`src/rtl/ctmr_pkg.sv`:
```
package ctmr_pkg;
  localparam int DW     = 32;
  localparam int AW     = 5;
  localparam int CW     = 2 * DW;

  localparam logic [2:0] W_LOAD_LO = 3'd0;
  localparam logic [2:0] W_LOAD_HI = 3'd1;
  localparam logic [2:0] W_VAL_LO  = 3'd2;
  localparam logic [2:0] W_VAL_HI  = 3'd3;
  localparam logic [2:0] W_CTRL    = 3'd4;
  localparam logic [2:0] W_INTR    = 3'd5;
  localparam logic [2:0] W_SHD_LO  = 3'd6;
  localparam logic [2:0] W_SHD_HI  = 3'd7;

  localparam int B_PERIODIC = 0;
  localparam int B_RUN      = 1;
  localparam int B_WIDE     = 16;

  localparam int B_IEN  = 0;
  localparam int B_RAW  = 1;
  localparam int B_MSK  = 2;
  localparam int B_CLR  = 3;
endpackage

```
`src/rtl/ctmr_regs.sv`:
```
module ctmr_regs
  import ctmr_pkg::*;
(
  input  logic          clk_i,
  input  logic          rst_ni,
  input  logic [AW-1:0] addr_i,
  input  logic          wr_en_i,
  input  logic [DW-1:0] wr_data_i,
  input  logic          expire_i,
  input  logic          raw_i,
  input  logic [CW-1:0] cnt_i,
  output logic [CW-1:0] load_o,
  output logic          periodic_o,
  output logic          run_o,
  output logic          wide_o,
  output logic          ien_o,
  output logic          start_o,
  output logic          start_wide_o,
  output logic          clr_o,
  output logic [DW-1:0] rd_data_o
);
  logic          aligned;
  logic [2:0]    widx;
  logic          wr_ok;
  logic [CW-1:0] load_q;
  logic          per_q, run_q, wide_q, ien_q;
  logic          wr_ctrl;

  assign aligned = (addr_i[1:0] == 2'b00);
  assign widx    = addr_i[4:2];
  assign wr_ok   = wr_en_i && aligned;
  assign wr_ctrl = wr_ok && (widx == W_CTRL);

  assign start_o      = wr_ctrl && wr_data_i[B_RUN] && !run_q;
  assign start_wide_o = wr_data_i[B_WIDE];
  assign clr_o        = wr_ok && (widx == W_INTR) && wr_data_i[B_CLR];

  always_ff @(posedge clk_i or negedge rst_ni) begin
    if (!rst_ni) begin
      load_q <= '0;
      per_q  <= 1'b0;
      run_q  <= 1'b0;
      wide_q <= 1'b0;
      ien_q  <= 1'b0;
    end else begin
      if (wr_ok && widx == W_LOAD_LO) load_q[DW-1:0]  <= wr_data_i;
      if (wr_ok && widx == W_LOAD_HI) load_q[CW-1:DW] <= wr_data_i;
      if (wr_ok && widx == W_INTR)    ien_q <= wr_data_i[B_IEN];
      if (wr_ctrl) begin
        per_q  <= wr_data_i[B_PERIODIC];
        run_q  <= wr_data_i[B_RUN];
        wide_q <= wr_data_i[B_WIDE];
      end else if (expire_i && !per_q) begin
        run_q <= 1'b0;   // one-shot parks
      end
    end
  end

  assign load_o     = load_q;
  assign periodic_o = per_q;
  assign run_o      = run_q;
  assign wide_o     = wide_q;
  assign ien_o      = ien_q;

  logic [DW-1:0] cnt_hi_vis;
  assign cnt_hi_vis = wide_q ? cnt_i[CW-1:DW] : '0;

  always_comb begin
    rd_data_o = '0;
    if (aligned) begin
      unique case (widx)
        W_LOAD_LO: rd_data_o = load_q[DW-1:0];
        W_LOAD_HI: rd_data_o = load_q[CW-1:DW];
        W_VAL_LO, W_SHD_LO: rd_data_o = cnt_i[DW-1:0];
        W_VAL_HI, W_SHD_HI: rd_data_o = cnt_hi_vis;
        W_CTRL: begin
          rd_data_o[B_PERIODIC] = per_q;
          rd_data_o[B_RUN]      = run_q;
          rd_data_o[B_WIDE]     = wide_q;
        end
        W_INTR: begin
          rd_data_o[B_IEN] = ien_q;
          rd_data_o[B_RAW] = raw_i;
          rd_data_o[B_MSK] = raw_i & ien_q;
        end
        default: rd_data_o = '0;
      endcase
    end
  end

  p_oneshot_stop_r6: assert property (@(posedge clk_i) disable iff (!rst_ni)
    (expire_i && !per_q && !wr_ctrl) |=> !run_q);
endmodule

```
`src/rtl/ctmr_core.sv`:
```
module ctmr_core
  import ctmr_pkg::*;
(
  input  logic          clk_i,
  input  logic          rst_ni,
  input  logic [CW-1:0] load_i,
  input  logic          run_i,
  input  logic          periodic_i,
  input  logic          wide_i,
  input  logic          start_i,
  input  logic          start_wide_i,
  output logic          expire_o,
  output logic [CW-1:0] cnt_o
);
  logic [CW-1:0] cnt_q;
  logic [CW-1:0] fill_now, fill_start;

  assign fill_now   = wide_i       ? load_i : {{DW{1'b0}}, load_i[DW-1:0]};
  assign fill_start = start_wide_i ? load_i : {{DW{1'b0}}, load_i[DW-1:0]};

  assign expire_o = run_i && (wide_i ? (cnt_q == '0) : (cnt_q[DW-1:0] == '0));

  always_ff @(posedge clk_i or negedge rst_ni) begin
    if (!rst_ni)          cnt_q <= '0;
    else if (start_i)     cnt_q <= fill_start;
    else if (expire_o) begin
      if (periodic_i)     cnt_q <= fill_now;
    end
    else if (run_i)       cnt_q <= cnt_q - 1'b1;
  end

  assign cnt_o = cnt_q;

  p_step_r3: assert property (@(posedge clk_i) disable iff (!rst_ni)
    (run_i && !expire_o && !start_i) |=> (cnt_q == $past(cnt_q) - 64'd1));
  p_hold_r3: assert property (@(posedge clk_i) disable iff (!rst_ni)
    (!run_i && !start_i) |=> $stable(cnt_q));
  p_start_r4: assert property (@(posedge clk_i) disable iff (!rst_ni)
    start_i |=> (cnt_q[DW-1:0] == $past(load_i[DW-1:0])));
  p_park_r6: assert property (@(posedge clk_i) disable iff (!rst_ni)
    (expire_o && !periodic_i && !start_i) |=> (cnt_q[DW-1:0] == '0));
endmodule

```
`src/rtl/ctmr_irq.sv`:
```
module ctmr_irq (
  input  logic clk_i,
  input  logic rst_ni,
  input  logic expire_i,
  input  logic clr_i,
  input  logic ien_i,
  output logic raw_o,
  output logic irq_o
);
  logic raw_q;

  always_ff @(posedge clk_i or negedge rst_ni) begin
    if (!rst_ni)       raw_q <= 1'b0;
    else if (expire_i) raw_q <= 1'b1;   // expiry beats clear
    else if (clr_i)    raw_q <= 1'b0;
  end

  assign raw_o = raw_q;
  assign irq_o = raw_q & ien_i;

  p_exp_wins_r10: assert property (@(posedge clk_i) disable iff (!rst_ni)
    expire_i |=> raw_q);
  p_clear_r9: assert property (@(posedge clk_i) disable iff (!rst_ni)
    (clr_i && !expire_i) |=> !raw_q);
  p_sticky_r9: assert property (@(posedge clk_i) disable iff (!rst_ni)
    (raw_q && !clr_i) |=> raw_q);
endmodule

```
`src/rtl/ctmr_top.sv`:
```
module ctmr_top
  import ctmr_pkg::*;
(
  input  logic          clk_i,
  input  logic          rst_ni,
  input  logic [AW-1:0] addr_i,
  input  logic          wr_en_i,
  input  logic [DW-1:0] wr_data_i,
  output logic [DW-1:0] rd_data_o,
  output logic          irq_o
);
  logic [CW-1:0] load, cnt;
  logic          periodic, run, wide, ien, start, start_wide, clr, expire, raw;

  ctmr_regs u_regs (
    .clk_i, .rst_ni, .addr_i, .wr_en_i, .wr_data_i,
    .expire_i(expire), .raw_i(raw), .cnt_i(cnt),
    .load_o(load), .periodic_o(periodic), .run_o(run), .wide_o(wide),
    .ien_o(ien), .start_o(start), .start_wide_o(start_wide), .clr_o(clr),
    .rd_data_o
  );

  ctmr_core u_core (
    .clk_i, .rst_ni, .load_i(load), .run_i(run), .periodic_i(periodic),
    .wide_i(wide), .start_i(start), .start_wide_i(start_wide),
    .expire_o(expire), .cnt_o(cnt)
  );

  ctmr_irq u_irq (
    .clk_i, .rst_ni, .expire_i(expire), .clr_i(clr), .ien_i(ien),
    .raw_o(raw), .irq_o
  );
endmodule

```
`config.mk`:
```
export PLATFORM = sky130hd
export DESIGN_NAME = ctmr_top
export DESIGN_NICKNAME = d
export VERILOG_FILES = /design/src/rtl/ctmr_pkg.sv /design/src/rtl/ctmr_regs.sv /design/src/rtl/ctmr_core.sv /design/src/rtl/ctmr_irq.sv /design/src/rtl/ctmr_top.sv
export SDC_FILE = /design/constraint.sdc
export NUM_CORES = 1
export LEC_CHECK = 0
export ABC_AREA = 1
export BUFFER_PORTS_ARGS = -buffer_cell sky130_fd_sc_hd__buf_4
export CELL_PAD_IN_SITES_DETAIL_PLACEMENT = 2
export CELL_PAD_IN_SITES_GLOBAL_PLACEMENT = 2
export CORE_ASPECT_RATIO = 0.8
export CORE_UTILIZATION = 33
export DETAILED_ROUTE_END_ITERATION = 10
export PLACE_DENSITY_LB_ADDON = 0.1
export SYNTH_ARGS = -nofsm -noshare
export SYNTH_HDL_FRONTEND = slang
export SYNTH_HIERARCHICAL = 1
export SYNTH_SLANG_ARGS = --single-unit
```
`constraint.sdc`:
```
create_clock -name clk_i -period 3 [get_ports clk_i]
set_input_delay 0.45 -clock clk_i [delete_from_list [all_inputs] [get_ports clk_i]]
set_output_delay 0.45 -clock clk_i [all_outputs]
set_load 0.01 [all_outputs]
```
==> out/results.tsv <==
metric	value	unit
outcome	complete, no violations	
drt_iter0_markers	790	
wl_per_cell	22.4	um
tightest_slew	0.683	ns
synth_area	9840	sq um
cp_data_required_time	3.30	ns
synth_top_area_cell	dfrtp_1	
wl	47.5	mm
drcViolationCount	0	
cp.arrival	3.04	ns
io_buffers	72	
antenna_found_initial	1	
peakVddDrop	581	uV
ff2ff_setup_slack	0.25	ns
fin_cells	2119	
rsz0062_at_grt	false	
worstSkewPairLatency	0.44	ns
num_rows	56	
core_area	29300	sq um
fin_skew	0.0135	ns
cp_max_fo	29	
power.density	1180	nW/um^2
yosysSeqAreaShare	33.8	%
drtPass1Iterations	5	
ys_warn_count	6	
synth_nets	1707	
die_x	195	um
maxSlewViolCount	0	
hold_class	primary input to flop	
drt-vias-per-instance	5.34	
clockRootBuffer	clkbuf_16	
dp_cells	2087	
cp-start-kind	flop	
syn_to_final_growth	17.8	%
final_common_cell	nand2_1	
place_congestion	0.927	
numCtsBuffers	17	
synth_area_leaders	dfrtp_1 (34%), nand2_1 (29%), nor2_1 (8.6%), nand3_1 (6.4%), o21ai_0 (5.1%)	
grt.overflow.total	0	
end_kind	flop	
hold_path_depth	3	
setup_ws	0.255	ns
synth_seq_cells	133	
clock.fmax	364	MHz
cts_tree	done	
cts_buffer_depth	2	
slew_headroom	54.5	%
rr_startpoint	u_core/cnt_o[0]	
grt_pass1_wl	72.8	mm
layout-drive-gt1-share	10.2	%
h-tree-depth	4	
n_antenna_cell	0	
final_net_count	1771	
synth_cells	1666	
final_util	39.6	%
r2r_end	u_core/cnt_o[5]	
die_height	156	um
worstSetupPathType	flop to flop	
syn_area_per_cell	5.91	sq um
fin_crit_sh	91.5	%
final_cell_mix	nand2_1 (766), nor2_1 (225), dfrtp_1 (133)	
start_util	33.6	%
dp_hpwl	35.9	mm
cts-resized-gates	0	
cts.clk_slew.worst_paths	0.07	ns
tns	0	ns
ant_nets	0	
die-area	30500	sq um
ys_types	29	
place_ws	0.309	ns
finalHoldViolations	0	
cap_violations	0	
period_needed	2.75	ns
holdPathEnd	u_regs/load_o[43]	
synth_top_area_share	33.8	%
vias	11300	
io-pin-count	73	
grt_pass1_vias	12100	
clock_sinks	133	
worstHoldStart	wr_data_i[11]	
track_usage	31.8	%
p_leak	6.44	nW
grt_max_degree	57	
num-fill-cells	3692	
rr_worst_depth	12	
setup_viol	0	
[critical path, stage by stage (launching register included)]
cell and delay, ns:
dfrtp_1 0.40, inv_1 0.10, ha_1 0.25, nand2_2 0.15, nor2_4 0.26, nand3_2 0.20
nor3_4 0.20, nand2_2 0.20, o21ai_4 0.22, nand2_2 0.12, buf_4 0.26, nand2_1 0.12
o21ai_0 0.10
[cell families (layout without fill, tap and decap cells)]
kind of cell             count (synthesis)  after routing  synth area share [%]
AND/OR/NAND/NOR                       1174           1174                  48.2
buffers and inverters                  213            289                  9.17
flip-flops                             133            133                  33.8
AO/OA/AOI/OAI                          114            114                  5.94
XOR/XNOR                                31             31                  2.76
adder cells (fa/ha/maj)                  1              1                 0.127
[through the flow]
| stage | total power (W) | instance area (sq um) | hold slack (ns) |
|---|---|---|---|
| 2_1_floorplan | 0.00783 | 9840 | 0.154 |
| 5_1_grt | 0.0147 | 11600 | 0.294 |
| 4_1_cts | 0.0136 | 11600 | 0.261 |
| 3_3_place_gp | 0.0108 | 10900 | 0.425 |
| 6_report | 0.0137 | 11600 | 0.277 |
| 3_5_place_dp | 0.0110 | 10900 | 0.423 |
[power breakdown]
part / internal (W) / total [W] / leakage, nW / switching, W
registers: 0.00229 / 0.00312 / 1.76 / 0.000837
clock network: 0.00142 / 0.00241 / 0.315 / 0.000991
logic: 0.00224 / 0.00819 / 4.36 / 0.00595
total: 0.00595 / 0.0137 / 6.44 / 0.00778
[metal layers]
metal | wire length (um) | global-route usage, % | vias up | share of wire (%)
met5 | 0 | 0 | - | 0
li1 | - | - | 5263 | -
met4 | 628 | 6.75 | 0 | 1.3
met1 | 24000 | 47.0 | 5754 | 50
met3 | 2440 | 5.32 | 46 | 5.1
met2 | 20500 | 48.3 | 242 | 43
[layout make-up]
type                       instances  area, sq um  area share [%]
timing repair buffer             122         1020            8.82
clock buffer                      17          425            3.67
multi-input combinational       1320         5620            48.5
inverter                         136          510            4.40
clock inverter                    14          215            1.86
sequential                       133         3330            28.7
tap                              377          472            4.07
[synth_stat cells, drive strengths merged]
library cell and instances:
xnor2 6, a21oi 1, ha 1, o21bai 1, nand2 774, xor2 25
nor2 233, buf 36, nor3 3, inv 136, dfrtp 133, nand4 29
or2 1, o21ai 112, nand3 126, clkbuf 41, nand3b 8
[sequential cells by signal, indices dropped and copies added (netlist names)]
register	count
u_core/cnt_o	64
u_regs/run_o	1
u_regs/load_o	64
u_regs/ien_o	1
u_regs/wide_o	1
u_regs/periodic_o	1
u_irq/raw_o	1
[worst max-delay path by stage]
stage                     from               end  slack [ns]  cells past startpoint
2_1_floorplan  u_core/cnt_o[0]  u_core/cnt_o[32]        0.80                     13
3_3_place_gp   u_core/cnt_o[0]   u_core/cnt_o[6]        0.38                     12
3_5_place_dp   u_core/cnt_o[0]   u_core/cnt_o[6]        0.31                     12
4_1_cts        u_core/cnt_o[0]   u_core/cnt_o[5]        0.26                     12
5_1_grt        u_core/cnt_o[0]   u_core/cnt_o[5]        0.07                     12
6_report       u_core/cnt_o[0]   u_core/cnt_o[5]        0.25                     12
[repair_timing]
item | CTS | global route
endpoints found under the hold margin | 41 | 0
buffers inserted | 0 | 0
hold buffers | 1 | 0
Note: power is estimated with default switching activity, not from simulation.
